### config.mk
export PLATFORM = sky130hd
export DESIGN_NAME = pwr_rail_seq
export DESIGN_NICKNAME = d
export VERILOG_FILES = /design/src/rtl/pwrseq_pkg.sv /design/src/rtl/pseq_timer.sv /design/src/rtl/pseq_ctrl.sv /design/src/rtl/pseq_chan.sv /design/src/rtl/pwr_rail_seq.sv
export SDC_FILE = /design/constraint.sdc
export NUM_CORES = 1
export LEC_CHECK = 0
export BUFFER_PORTS_ARGS = -buffer_cell sky130_fd_sc_hd__buf_2
export CORE_MARGIN = 5
export CORE_UTILIZATION = 25
export CTS_BUF_LIST = sky130_fd_sc_hd__clkbuf_8
export CTS_CLUSTER_SIZE = 40
export DETAILED_ROUTE_END_ITERATION = 8
export PLACE_DENSITY = 0.52
export SKIP_CTS_REPAIR_TIMING = 1
export SYNTH_ARGS = -nofsm -noshare
export SYNTH_HDL_FRONTEND = slang
export SYNTH_SLANG_ARGS = --single-unit
### constraint.sdc
create_clock -name clk -period 3.11 [get_ports clk]
set_input_delay 0.1555 -clock clk [delete_from_list [all_inputs] [get_ports clk]]
set_output_delay 0.1555 -clock clk [all_outputs]
set_load 0.01 [all_outputs]
### src/rtl/pwrseq_pkg.sv
package pwrseq_pkg;

  typedef enum logic [2:0] {
    PS_OFF    = 3'd0,
    PS_SETTLE = 3'd1,
    PS_UP     = 3'd2,
    PS_ON     = 3'd3,
    PS_DOWN   = 3'd4
  } pseq_state_t;

endpackage

### src/rtl/pseq_timer.sv
module pseq_timer #(
  parameter int CNT_W = 6
) (
  input  logic             clk,
  input  logic             rst,
  input  logic             step_up,
  input  logic             step_dn,
  output logic [CNT_W-1:0] cnt,
  output logic             at_top,
  output logic             at_bot
);

  localparam logic [CNT_W-1:0] TOP = {CNT_W{1'b1}};

  assign at_top = (cnt == TOP);
  assign at_bot = (cnt == '0);

  always_ff @(posedge clk) begin
    if (rst) begin
      cnt <= '0;
    end else if (step_up && !at_top) begin
      cnt <= cnt + 1'b1;
    end else if (step_dn && !at_bot) begin
      cnt <= cnt - 1'b1;
    end
  end

  // saturation at both ends
  a_r5_hold_top: assert property (@(posedge clk) disable iff (rst)
    (at_top && step_up && !step_dn) |=> at_top);
  a_r5_hold_bot: assert property (@(posedge clk) disable iff (rst)
    (at_bot && step_dn && !step_up) |=> at_bot);

endmodule

### src/rtl/pseq_ctrl.sv
module pseq_ctrl
  import pwrseq_pkg::*;
#(
  parameter int SETTLE_TICKS = 5
) (
  input  logic        clk,
  input  logic        rst,
  input  logic        tick,
  input  logic        on_req,
  input  logic        off_req,
  input  logic        at_top,
  input  logic        at_bot,
  output pseq_state_t st,
  output logic        step_up,
  output logic        step_dn,
  output logic        done
);

  localparam int SW = $clog2(SETTLE_TICKS + 1);
  localparam logic [SW-1:0] LAST = SW'(SETTLE_TICKS - 1);

  logic [SW-1:0] sc;
  logic          on_only;

  assign on_only = on_req && !off_req;
  assign step_up = (st == PS_UP) && tick && !off_req;
  assign step_dn = (st == PS_DOWN) && tick && !on_only;

  always_ff @(posedge clk) begin
    if (rst) begin
      st   <= PS_OFF;
      sc   <= '0;
      done <= 1'b0;
    end else begin
      done <= 1'b0;
      case (st)
        PS_OFF: begin
          if (on_only) begin
            st <= PS_SETTLE;
            sc <= '0;
          end
        end
        PS_SETTLE: begin
          if (off_req) begin
            st <= PS_OFF;
            sc <= '0;
          end else if (tick) begin
            if (sc == LAST) begin
              st <= PS_UP;
              sc <= '0;
            end else begin
              sc <= sc + 1'b1;
            end
          end
        end
        PS_UP: begin
          if (off_req) begin
            st <= PS_DOWN;
          end else if (tick && at_top) begin
            st   <= PS_ON;
            done <= 1'b1;
          end
        end
        PS_ON: begin
          if (off_req) st <= PS_DOWN;
        end
        PS_DOWN: begin
          if (on_only) begin
            st <= PS_UP;
          end else if (tick && at_bot) begin
            st   <= PS_OFF;
            done <= 1'b1;
          end
        end
        default: st <= PS_OFF;
      endcase
    end
  end

  // settling count never passes its last value
  a_r2_settle_range: assert property (@(posedge clk) disable iff (rst)
    sc <= LAST);
  // done only lands in a resting state
  a_r6_done_rest: assert property (@(posedge clk) disable iff (rst)
    done |-> (st == PS_ON || st == PS_OFF));
  // done lasts a single cycle
  a_r6_done_single: assert property (@(posedge clk) disable iff (rst)
    done |=> !done);

endmodule

### src/rtl/pseq_chan.sv
module pseq_chan #(
  parameter int CNT_W = 6
) (
  input  logic             clk,
  input  logic             rst,
  input  logic             step_up,
  input  logic             step_dn,
  input  logic [CNT_W-1:0] cnt,
  input  logic [CNT_W-1:0] dly,
  output logic             en
);

  always_ff @(posedge clk) begin
    if (rst) begin
      en <= 1'b0;
    end else if (step_up) begin
      en <= en | (cnt >= dly);
    end else if (step_dn) begin
      en <= en & (cnt > dly);
    end
  end

  // no falling edge while stepping up
  a_r3_up_no_fall: assert property (@(posedge clk) disable iff (rst)
    step_up |=> !($past(en) && !en));
  // no rising edge while stepping down
  a_r4_dn_no_rise: assert property (@(posedge clk) disable iff (rst)
    step_dn |=> !(!$past(en) && en));

endmodule

### src/rtl/pwr_rail_seq.sv
module pwr_rail_seq
  import pwrseq_pkg::*;
#(
  parameter int CNT_W        = 6,
  parameter int SETTLE_TICKS = 5
) (
  input  logic             clk,
  input  logic             rst,
  input  logic             tick_1k,
  input  logic             pwr_on_req,
  input  logic             pwr_off_req,
  input  logic [CNT_W-1:0] dly_lin,
  input  logic [CNT_W-1:0] dly_cv1,
  input  logic [CNT_W-1:0] dly_cv2,
  input  logic [CNT_W-1:0] dly_cv3,
  input  logic [CNT_W-1:0] dly_rst,
  output logic [3:0]       rail_en,
  output logic             sys_rst_n,
  output logic             seq_done
);

  localparam int NCH = 5;

  pseq_state_t      st;
  logic             step_up, step_dn, at_top, at_bot;
  logic [CNT_W-1:0] cnt;
  logic [CNT_W-1:0] dly_arr [NCH];
  logic [NCH-1:0]   en_all;

  assign dly_arr[0] = dly_lin;
  assign dly_arr[1] = dly_cv1;
  assign dly_arr[2] = dly_cv2;
  assign dly_arr[3] = dly_cv3;
  assign dly_arr[4] = dly_rst;

  pseq_ctrl #(.SETTLE_TICKS(SETTLE_TICKS)) u_ctrl (
    .clk     (clk),
    .rst     (rst),
    .tick    (tick_1k),
    .on_req  (pwr_on_req),
    .off_req (pwr_off_req),
    .at_top  (at_top),
    .at_bot  (at_bot),
    .st      (st),
    .step_up (step_up),
    .step_dn (step_dn),
    .done    (seq_done)
  );

  pseq_timer #(.CNT_W(CNT_W)) u_timer (
    .clk     (clk),
    .rst     (rst),
    .step_up (step_up),
    .step_dn (step_dn),
    .cnt     (cnt),
    .at_top  (at_top),
    .at_bot  (at_bot)
  );

  for (genvar g = 0; g < NCH; g++) begin : g_chan
    pseq_chan #(.CNT_W(CNT_W)) u_chan (
      .clk     (clk),
      .rst     (rst),
      .step_up (step_up),
      .step_dn (step_dn),
      .cnt     (cnt),
      .dly     (dly_arr[g]),
      .en      (en_all[g])
    );
  end

  assign rail_en   = en_all[3:0];
  assign sys_rst_n = en_all[4];

  // outputs move only on tick cycles
  a_r10_tick_only: assert property (@(posedge clk) disable iff (rst)
    !tick_1k |=> $stable(en_all));
  // the off state is fully quiet
  a_r1_off_quiet: assert property (@(posedge clk) disable iff (rst)
    (st == PS_OFF) |-> (en_all == '0 && cnt == '0));
  // nothing turns on during the settling wait
  a_r2_settle_quiet: assert property (@(posedge clk) disable iff (rst)
    (st == PS_SETTLE) |-> (en_all == '0));

endmodule

# After elaboration in Yosys (flattened, before gate mapping)
# Cells that the tools add are included.
# W data, S select, Z words.
[classes]
reduce_logical = 20
eq_ne = 12
shifts = 0
n_div = 0
n_lt_le_gt_ge = 10
add_sub_neg = 3
bitwise = 10
n_mul = 0
muxes = 32
[op_table]
columns = ["cell", "count"]
rows = [
  ["$mux W3", 13],
  ["$ge A6 B6 Y1", 5],
  ["$gt A6 B6 Y1", 5],
  ["$pmux W3 S5", 1],
  ["$mux W1", 14],
  ["$mux W6", 2],
  ["$logic_and A1 B1 Y1", 9],
  ["$add A6 B1 Y6 const B", 1],
  ["$eq A3 B2 Y1 const B", 2],
  ["$eq A3 B3 Y1 const B", 2],
  ["$eq A6 B6 Y1 const B", 1],
  ["$logic_not A6 Y1", 1],
  ["$ne A3 B2 Y1 const B", 2],
  ["$ne A3 B3 Y1 const B", 2],
  ["$pmux W3 S2", 1],
  ["$reduce_and A6 Y1", 1],
  ["$reduce_bool A2 Y1", 3],
  ["$sub A6 B1 Y6 const B", 1],
  ["$and A1 B1 Y1", 5],
  ["$or A1 B1 Y1", 5],
  ["$logic_not A1 Y1", 4],
  ["$add A3 B1 Y3 const B", 1],
  ["$eq A3 B1 Y1 const B", 1],
  ["$logic_not A3 Y1", 1],
  ["4 further kinds", 4],
]
[word_totals]
mem_count = 0
register_bits = 18
latch_bits = 0
in_bits = 35
elab_cells = 96
out_inout_bits = 6
rom_bits = 0
ram_bits = 0

# Logic depth before layout (Yosys ltp)
# Gate-level depths: netlist of the first run.
[logic_depth]
word_depth = 7
mapped_depth = 10
depth_no_buf = 9

# Cells and area by module
# A second synthesis of the first run with hierarchy kept.
[hier_totals]
cells_unflattened = 248
area_unflattened_um2 = 2059.5
[by_module_without_submodules]
columns = ["mod", "cells_each", "instances", "seq_area_each_um2", "area_per_inst_um2"]
rows = [
  ["pseq_chan", 28, 5, 20.0, 220.2],
  ["pseq_ctrl", 62, 1, 140.1, 543.0],
  ["pseq_timer", 46, 1, 120.1, 415.4],
]

# Worst setup path before layout of the first run
# No wires, ideal clock.
[synth_path]
path_type = "reg-to-reg"
startpoint = "register u_ctrl.st[0]"
endpoint = "register u_timer.cnt[5]"
arrival_time_ps = 1900
path_stages_with_launch = 10
required_time_ps = 2993
synth_period_minus_slack_ps = 2017
path_slack_ps = 1093
setup_time_ps = 117
path_buffers = 1
path_cell_list = "dfxtp_1 -> buf_6 -> nor4b_4 -> o211ai_2 -> ha_1 -> a211oi_1 -> o21bai_1 -> a21oi_1 -> o21bai_1 -> nand2_1"
[synth_via]
elab_chain_cells = 5
word_cells_on_any_way = 10
cone_classes = "2 x eq/ne; 1 x mux; 7 x reduce/logical"
[synth_lines]
columns = ["element", "line", "text"]
rows = [
  ["start, declared", "pseq_ctrl.sv:13", "output pseq_state_t st,"],
  ["start signal, assigned", "pseq_ctrl.sv:31", "st <= PS_OFF;"],
  ["start signal, assigned", "pseq_ctrl.sv:39", "st <= PS_SETTLE;"],
  ["start signal, assigned", "pseq_ctrl.sv:45", "st <= PS_OFF;"],
  ["$eq A3 B2 Y1 or $eq A3 B3 Y1 (tied branches)", "pseq_ctrl.sv:26, pseq_ctrl.sv:27", ""],
  ["$logic_and A1 B1 Y1 (on tied branches) (2 in series)", "pseq_ctrl.sv:26, pseq_ctrl.sv:27", ""],
  ["$logic_and A1 B1 Y1 (on tied branches)", "pseq_timer.sv:21, pseq_timer.sv:23", ""],
  ["$mux W6 or $reduce_bool A2 Y1 (tied branches)", "--", ""],
  ["end signal, assigned", "pseq_timer.sv:22", "cnt <= cnt + 1'b1;"],
  ["end signal, assigned", "pseq_timer.sv:24", "cnt <= cnt - 1'b1;"],
  ["end, declared", "pseq_timer.sv:8", "output logic [CNT_W-1:0] cnt,"],
]
# Parallel ways exist; a longest one is shown, timed or not.
# A chain may end at the register's enable or synchronous reset.

# Final worst setup path of the first run
[layout_path]
startpoint = "register u_timer.cnt[5]"
endpoint = "register u_timer.cnt[4]"
[layout_via]
elab_chain_cells = 4
word_cells_on_any_way = 8
cone_classes = "1 x eq/ne; 1 x mux; 6 x reduce/logical"
[layout_lines]
columns = ["element", "line"]
rows = [
  ["$eq A6 B6 Y1 or $logic_not A6 Y1 (tied branches)", "pseq_timer.sv:15, pseq_timer.sv:16"],
  ["$logic_not A1 Y1 (on tied branches)", "pseq_timer.sv:21, pseq_timer.sv:23"],
  ["$logic_and A1 B1 Y1 (on tied branches)", "pseq_timer.sv:21, pseq_timer.sv:23"],
  ["$mux W6 or $reduce_bool A2 Y1 (tied branches)", "--"],
]
# Parallel ways exist; a longest one is shown, timed or not.

==> run_results.csv, run 1 <==
group,metric,value,unit
logic_synthesis,postSynthCellCount,251,
global_route,met3_usage,0.01033,
placement,gp_congestion,0.7634,
timing,fin_setup_tns,0,ps
timing,finalCriticalPeriod,2360,ps
logic_synthesis,synthArstFlopShare,0,
timing,relSlewSlack,0.6670,
placement,dp_hpwl,3928,um
detailed_routing,dr.pass1.iters,4,
global_route,overflow,0,
die,die_y,101.2,um
final_layout,antenna_cells,0,
detailed_routing,vias_per_cell,4.704,
timing,worst_pin_slew,498.8,ps
timing,fin_hold_ws,289.2,ps
cts,clockRootBuffer,"clkbuf_8",
timing,fmax,423.7,MHz
detailed_routing,drt-total-wl,5015,um
final_layout,final_util,0.2897,
cts,cts_tree,"done",
logic_synthesis,netlist_area,2077,um^2
timing,rsz0062_at_grt,"false",
logic_synthesis,yosysSeqAreaShare,0.1735,
critical_path,cpPeakStageDelay,600,ps
die,initial_core_util,0.2541,
global_route,grt_util_all_layers,0.1003,
logic_synthesis,synth_warnings,0,
timing,hold_viol,0,
global_route,grt_antenna_before_repair,0,
global_route,first_global_vias,1780,
critical_path,crit_family,"flip-flops",
final_layout,drive_above_1_share,0.2430,
logic_synthesis,ys.flop_type,"dfxtp_1",
detailed_routing,drt_iter0_drc,50,
detailed_routing,wl_per_cell,12.89,um
critical_path,arrival,2500,ps
final_layout,fillers,889,
die,die-area,10230,um^2
logic_synthesis,syn_avg_cell_area,8.275,um^2
cts,clkSinkCount,18,
global_route,top_usage_layer,"met2",
logic_synthesis,synth_cell_types,55,
die,rows,33,
logic_synthesis,synth_area_leader_cell,"ha_1",
logic_synthesis,synth_top_area_share,0.2169,
critical_path,required,3250,ps
status,status,"finished clean",
logic_synthesis,synth-edff-count,0,
power,p_per_area,229.9,nW/um^2
critical_path,worst_setup_path_start_kind,"flip-flop",
die,io_pins,41,
final_layout,stdcell_count,389,
global_route,grt_max_degree,19,
critical_path,cp_num_buf_inv,1,
final_layout,syn_to_final_growth,14.04,%
die,core,8175,um^2
critical_path,cpMaxStageDelayCell,"dfxtp_1",
critical_path,end_kind,"flip-flop",
global_route,use_met1,0.1268,
placement,dp.cells,385,
global_route,grt_util_met2,0.1766,
logic_synthesis,synth.area.top_cells,"ha_1, dfxtp_1, inv_1",
critical_path,crit_fanout,11,
detailed_routing,drc,0,
hold_path,holdCritPathClass,"in -> reg",
logic_synthesis,syn-num-nets,323,
critical_path,crit_chain,"nand4_1 > o211ai_2 > inv_1 > fa_1 > nor2b_1 > o21ai_0 > nand2b_1 > xnor2_1 > o22ai_1",
cts,cts.path.max_buffers,2,
timing,fin_skew,6.713,ps
cts,cts_max_level,1,
final_layout,nets,357,
power,peakVddDrop,0.1109,mV
logic_synthesis,ys_seq_elements,18,
cts,clkTransAtPathRegs,80,ps
die,fp.dieW,101.2,um
job,cap_viol_max_count,0,
power,power_leakage,1.143,nW
global_route,grt_pass1_wl,8355,um
timing,period_share,0.7588,
detailed_routing,ant_nets,0,
timing,finalSetupViolations,0,
detailed_routing,vias,1830,
critical_path,critPathKind,"reg -> reg",
timing,slew_viol_final,0,
cts,clk_latency,260,ps
placement,port_buffers,40,
cts,cts_buffers,3,
-- area by class of cell --
cell class	count	area, um^2	area share
Tap cell	105	131.4	0.05547
Multi-Input combinational cell	186	1479	0.6244
Clock buffer	4	55.05	0.02324
Sequential cell	18	360.3	0.1521
Timing Repair Buffer	42	215.2	0.09086
Inverter	34	127.6	0.05388
-- cells in the final DEF, fill, tap and decap left out, types with 2 or more instances in the layout --
cell type / n
o21a_1: 5
o311ai_0: 5
a21oi_1: 14
clkbuf_8: 4
nand4_1: 2
or2_2: 6
nand3_1: 10
o211ai_2: 2
mux2i_1: 4
o21ai_0: 7
a211oi_1: 3
nand2_1: 7
nor2_1: 19
nand2b_1: 2
o31ai_1: 5
or3b_2: 2
o2111ai_1: 5
dfxtp_1: 18
o21bai_1: 2
and4_1: 4
nor4_1: 2
xnor2_1: 6
nor3_1: 7
buf_4: 2
inv_1: 34
ha_1: 36
and3_2: 2
nor2b_1: 5
buf_2: 40
-- path summary, 6_finish.rpt --
kind	from	endpoint	slack [ps]	depth (start not counted)
worst max-delay path	u_timer.cnt[5]	u_timer.cnt[4]	750	9
worst min register to register	g_chan[0].u_chan.en	g_chan[0].u_chan.en	520	2
worst min-delay path	rst	u_ctrl.sc[1]	290	2
worst max register to register	u_timer.cnt[5]	u_timer.cnt[4]	750	9
-- stage by stage --
step	instance area [um^2]	setup slack, ps	total power [W]
2_1_floorplan	2077	1093	0.0003173
3_3_place_gp	2313	849.8	0.0003480
3_5_place_dp	2313	768.8	0.0003491
4_1_cts	2369	752.7	0.0005558
5_1_grt	2369	492.2	0.0005800
6_report	2369	750.1	0.0005446
-- synth_stat cells, types with 3 or more instances --
library cell	n
nor2_1	19
o311ai_0	5
nor2b_1	5
o21ai_0	7
o21a_1	5
mux2i_1	4
and4_1	4
or2_2	6
nand2_1	7
buf_4	5
a211oi_1	3
buf_6	4
nor3_1	7
o31ai_1	5
dfxtp_1	18
nand3_1	10
a21oi_1	14
xnor2_1	6
ha_1	36
o2111ai_1	5
inv_1	34
-- layer usage --
layer,wire length (um),vias up
li1,-,968
met1,2339,827
met2,2397,28
met3,189,7
met4,87,0
met5,0,-
-- kinds of logic (layout without fill, tap and decap cells) --
| family | after synthesis | count (layout) | share of synthesized area |
|---|---|---|---|
| AOI/OAI and AO/OA | 58 | 58 | 0.2006 |
| xor gates and xnor gates | 6 | 6 | 0.02530 |
| adders and majority gates | 37 | 37 | 0.2265 |
| buffers and inverters | 47 | 80 | 0.1145 |
| DFF | 18 | 18 | 0.1735 |
| muxes | 4 | 4 | 0.01928 |
| and+or+nand+nor | 81 | 81 | 0.2404 |
-- power breakdown --
group	internal (W)	total (W)	switching (W)
sequential	0.000232	0.000237	0.00000532
combinational	0.0000522	0.000105	0.0000533
clock	0.000113	0.000202	0.0000889
-- sequential cells by signal, indices dropped and copies added, names as in the netlist --
name and cells:
u_ctrl.sc 3, u_ctrl.st 3, u_timer.cnt 6, u_ctrl.done 1, g_chan.u_chan.en 5
No activity file was read; power rests on OpenSTA's default activity.
==> run 2, diff against run 1 <==
--- a/config.mk
+++ b/config.mk
@@ -11,7 +11,7 @@
 export CTS_BUF_LIST = sky130_fd_sc_hd__clkbuf_8
 export CTS_CLUSTER_SIZE = 40
 export DETAILED_ROUTE_END_ITERATION = 8
-export PLACE_DENSITY = 0.52
+export PLACE_DENSITY = 0.54
 export SKIP_CTS_REPAIR_TIMING = 1
 export SYNTH_ARGS = -nofsm -noshare
 export SYNTH_HDL_FRONTEND = slang
==> constraint.sdc (replaced) <==
create_clock -name clk -period 2 [get_ports clk]
set_input_delay 0.1 -clock clk [delete_from_list [all_inputs] [get_ports clk]]
set_output_delay 0.1 -clock clk [all_outputs]
set_load 0.01 [all_outputs]
==> run 2 against run 1 <==
Count of clock-buffer cells in the layout unchanged. Non-clock buffer count increased by 14. Total power increased by 54%. Critical path depth decreased by 1. Final cell count increased by 3.6%. Cell area increased by 7.0%. Worst setup slack got worse by 700 ps. Hold slack got worse by 59 ps. Critical path type unchanged. Largest power group unchanged. Highest routed layer unchanged.
==> run_results.csv, run 2 (synthesis results as in run 1) <==
group,metric,value,unit
final_layout,syn_to_final_growth,22.05,%
cts,cts_buffers,3,
power,p_total,0.0008413,W
die,fp.dieW,101.2,um
placement,dp_hpwl,3818,um
global_route,grt_max_degree,19,
hold_path,holdCritPathClass,"in -> reg",
final_layout,max_flop_register,"u_timer.cnt",
power,power_leakage,1.241,nW
timing,fin_hold_ws,229.8,ps
final_layout,final_util,0.3101,
detailed_routing,ant_nets,0,
timing,finalCriticalPeriod,1948,ps
cts,cts.path.max_buffers,2,
critical_path,cpPeakStageDelay,340,ps
cts,clockRootBuffer,"clkbuf_8",
final_layout,stdcell_area,2535,um^2
die,die-area,10230,um^2
global_route,grt_util_met2,0.1670,
timing,fin_setup_tns,0,ps
detailed_routing,drt-total-wl,4997,um
detailed_routing,vias_per_cell,4.667,
final_layout,nets,371,
final_layout,drive_above_1_share,0.3087,
cts,clk_latency,250,ps
cts,clkSinkCount,18,
critical_path,worst_setup_path_start_kind,"flip-flop",
global_route,use_met1,0.1261,
global_route,grt_pass1_wl,8162,um
final_layout,antenna_cells,0,
final_layout,layout_commonest_cell,"buf_2",
timing,period_share,0.9740,
critical_path,crit_fanout,5,
final_layout,mostFrequentLayoutCells,"buf_2, ha_1, inv_1, nor2_1, dfxtp_1",
timing,slew_viol_final,0,
placement,gp_congestion,0.8108,
global_route,top_usage_layer,"met2",
global_route,grt_antenna_before_repair,0,
global_route,overflow,0,
detailed_routing,drc,0,
critical_path,arrival,2090,ps
final_layout,top_regs,"u_timer.cnt (6), g_chan.u_chan.en (5)",
job,cap_viol_max_count,0,
timing,relSlewSlack,0.6931,
global_route,first_global_vias,1803,
die,io_pins,41,
die,core,8175,um^2
critical_path,critPathKind,"reg -> reg",
power,p_per_area,331.9,nW/um^2
hold_path,min_path_cells,2,
critical_path,cpMaxStageDelayCell,"o211ai_4",
critical_path,r2r_cells,8,
critical_path,worst_path_most_repeated_cell,"o21bai_1",
timing,hold_viol,0,
timing,rsz0062_at_grt,"true",
power,peakVddDrop,0.2056,mV
detailed_routing,dr.pass1.iters,4,
timing,fmax,513.3,MHz
detailed_routing,vias,1881,
critical_path,required,2150,ps
placement,port_buffers,40,
die,die_y,101.2,um
timing,fin_skew,5.857,ps
detailed_routing,wl_per_cell,12.40,um
timing,finalSetupViolations,0,
critical_path,crit_chain,"nand4_1 > o211ai_4 > ha_4 > a211oi_2 > o21bai_1 > a21oi_2 > o21bai_1 > nand2_1",
cts,cts_tree,"done",
cts,cts_max_level,1,
die,initial_core_util,0.2541,
placement,place_area,2401,um^2
die,rows,33,
final_layout,largest_reg_flops,6,
cts,clkTransAtPathRegs,80,ps
timing,worst_pin_slew,459.9,ps
status,status,"finished clean",
global_route,grt_util_all_layers,0.09594,
global_route,met3_usage,0.008264,
critical_path,end_kind,"flip-flop",
detailed_routing,drt_iter0_drc,93,
## run 2: cell types whose count changed in the layout (fill, tap and decap cells not counted), sizes merged
cell,change
buf,+14
## run 2: layer usage
layer / up-vias / share of wire
met3: 4 / 0.049
li1: 994 / -
met2: 31 / 0.48
met5: - / 0
met4: 0 / 0.014
met1: 852 / 0.46
## run 2: where the power goes
group	switching, W	leakage [nW]	internal (W)
sequential	0.00000229	0.146	0.000361
clock	0.000128	0.0288	0.000175
combinational	0.0000883	1.07	0.0000867
total	0.000219	1.24	0.000623
## run 2: worst paths after layout
check,to,startpoint,slack (ps)
max,u_timer.cnt[5],u_timer.cnt[4],50
min,u_ctrl.sc[2],rst,230
max reg2reg,u_timer.cnt[5],u_timer.cnt[4],50
min reg2reg,g_chan[0].u_chan.en,g_chan[0].u_chan.en,530
## run 2: final cells by class
type / count / area, um^2
tap: 105 / 131.4
multi-input combinational: 186 / 1535
inverter: 34 / 127.6
timing repair buffer: 56 / 324.1
sequential: 18 / 361.6
fill: 875 / 5640
clock buffer: 4 / 55.05
## run 2: through the flow
stage,setup WS (ps),cells
6_report,51.96,403
5_1_grt,-90.45,403
4_1_cts,24.69,400
3_5_place_dp,72.98,396
3_3_place_gp,102.6,396
2_1_floorplan,4.806,251
## run 2: critical path, delay by kind of cell (launching register included)
family,cells,cell delay [ps]
AO/OA/AOI/OAI,5,950
flip-flops,1,330
adder cells (fa/ha/maj),1,260
AND/OR/NAND/NOR,2,280
==> run 3, diff against run 2 <==
--- a/config.mk
+++ b/config.mk
@@ -6,12 +6,13 @@
 export NUM_CORES = 1
 export LEC_CHECK = 0
 export BUFFER_PORTS_ARGS = -buffer_cell sky130_fd_sc_hd__buf_2
-export CORE_MARGIN = 5
+export CELL_PAD_IN_SITES_DETAIL_PLACEMENT = 1
+export CELL_PAD_IN_SITES_GLOBAL_PLACEMENT = 1
 export CORE_UTILIZATION = 25
 export CTS_BUF_LIST = sky130_fd_sc_hd__clkbuf_8
 export CTS_CLUSTER_SIZE = 40
 export DETAILED_ROUTE_END_ITERATION = 8
-export PLACE_DENSITY = 0.54
+export PLACE_DENSITY = 0.65
 export SKIP_CTS_REPAIR_TIMING = 1
 export SYNTH_ARGS = -nofsm -noshare
 export SYNTH_HDL_FRONTEND = slang
==> run 3 against run 2 <==
Final cell count shrank 1.2%. Combinational power about the same. Core utilization up 0.56 points. Largest cell class unchanged. Sequential share of layout area is 0.41 points higher. Fmax grew 1.2%. Clock skew shrank 3.8 ps. Worst setup slack improved by 24 ps. Cell area decreased by 1.8%. Largest power group unchanged. Global-route usage grew 3.6 points. Routed wire length increased by 9.6%. Flip-flop and latch count did not move. First-iteration DRC count decreased by 41%.
==> run_results.csv, run 3 (synthesis results as in run 1) <==
group,metric,value,unit
die,die_y,93.15,um
power,power_leakage,1.211,nW
detailed_routing,drc,0,
detailed_routing,drt_iter0_drc,55,
power,p_per_area,341.9,nW/um^2
cts,clkTransAtPathRegs,70,ps
hold_path,holdCritPathClass,"in -> reg",
die,io_pins,41,
placement,dp_hpwl,4269,um
final_layout,largest_reg_flops,6,
final_layout,max_flop_register,"u_timer.cnt",
final_layout,top_regs,"u_timer.cnt (6), g_chan.u_chan.en (5)",
critical_path,required,2140,ps
critical_path,worstReg2RegEnd,"u_timer.cnt[2]",
placement,port_buffers,40,
cts,clockRootBuffer,"clkbuf_8",
critical_path,worst_setup_path_start_kind,"flip-flop",
final_layout,drive_above_1_share,0.3074,
timing,finalCriticalPeriod,1924,ps
timing,finalSetupViolations,0,
timing,worst_pin_slew,450.1,ps
timing,relSlewSlack,0.6996,
die,die-area,8677,um^2
global_route,first_global_vias,1988,
placement,dp.cells,392,
die,initial_core_util,0.2633,
timing,final.setup.worst_slack,75.63,ps
hold_path,hold_start,"rst",
die,rows,32,
critical_path,critPathKind,"reg -> reg",
timing,fin_skew,2.059,ps
job,cap_viol_max_count,0,
critical_path,arrival,2070,ps
cts,cts_buffers,3,
final_layout,mostFrequentLayoutCells,"buf_2, ha_1, inv_1, nor2_1",
cts,clkSinkCount,18,
cts,cts.path.max_buffers,2,
critical_path,end_kind,"flip-flop",
final_layout,antenna_cells,0,
global_route,overflow,0,
final_layout,nets,369,
power,peakVddDrop,0.1569,mV
critical_path,crit_fanout,5,
die,core,7888,um^2
critical_path,r2r_cells,8,
detailed_routing,ant_nets,0,
critical_path,r2r_slack,80,ps
die,fp.dieW,93.15,um
timing,rsz0062_at_grt,"true",
detailed_routing,vias,1934,
timing,fmax,519.7,MHz
detailed_routing,dr.pass1.iters,4,
detailed_routing,vias_per_cell,4.859,
detailed_routing,drt-total-wl,5476,um
global_route,grt_util_all_layers,0.1317,
hold_path,min_path_cells,2,
detailed_routing,wl_per_cell,13.76,um
global_route,grt_pass1_wl,9197,um
final_layout,syn_to_final_growth,19.88,%
placement,gp_congestion,0.8093,
cts,cts_max_level,1,
placement,pre_cts_ws,18.98,ps
final_layout,stdcell_count,398,
final_layout,layout_commonest_cell,"buf_2",
status,status,"finished clean",
global_route,grt_antenna_before_repair,0,
hold_path,min_to,"u_ctrl.st[1]",
timing,period_share,0.9622,
timing,slew_viol_final,0,
critical_path,worstReg2RegStart,"u_timer.cnt[4]",
critical_path,cp-startpoint,"u_timer.cnt[4]",
cts,clk_latency,260,ps
timing,hold_viol,0,
cts,cts_tree,"done",
global_route,grt_max_degree,19,
==> run 3: routing by layer <==
metal,part of all wire,wire length (um),GRT usage
met2,0.47,2591,0.2335
met4,0.011,58,0.03077
met3,0.025,139,0.009756
met5,0,0,0
met1,0.49,2687,0.1726
==> run 3: area by class of cell <==
type,instances,area (um^2)
Multi-Input combinational cell,186,1509
Timing Repair Buffer,54,305.3
Fill cell,962,5398
Tap cell,102,127.6
Sequential cell,18,365.4
Clock buffer,4,55.05
Inverter,34,127.6
==> run 3: report_power, final <==
part | switching, W | internal, W | total [W]
Clock | 0.000134 | 0.000175 | 0.000309
Combinational | 0.0000926 | 0.0000858 | 0.000178
Sequential | 0.00000223 | 0.000361 | 0.000363
Total | 0.000229 | 0.000622 | 0.000851
==> run 3: worst max path at each step <==
stage | slack, ps | cells after the start | endpoint
floorplan | 5 | 9 | u_timer.cnt[5]
global placement | 100 | 8 | u_timer.cnt[4]
detailed placement | 20 | 8 | u_timer.cnt[5]
CTS | 6 | 8 | u_timer.cnt[5]
global route | -60 | 9 | u_timer.cnt[4]
finish | 80 | 8 | u_timer.cnt[2]
==> run 3: metrics by stage <==
step	total power, W	util	TNS [ps]	cell area [um^2]	hold WS, ps
after floorplan	0.0004934	-	0	2082	378.7
after detailed placement	0.0005493	0.3030	0	2390	491.5
after global placement	0.0005436	0.3030	0	2390	490.2
after CTS	0.0008557	0.3100	0	2445	219.2
after global routing	0.0008894	0.3157	-144.6	2490	246.7
final	0.0008514	0.3157	0	2490	220.3
==> run 3: worst max-delay path, cell delays in order (launching register included) <==
cell	delay, ps
dfxtp_1	340
nand4_1	150
o211ai_2	350
inv_1	110
fa_2	380
buf_4	140
xnor2_1	130
mux2i_1	140
nor2_1	50
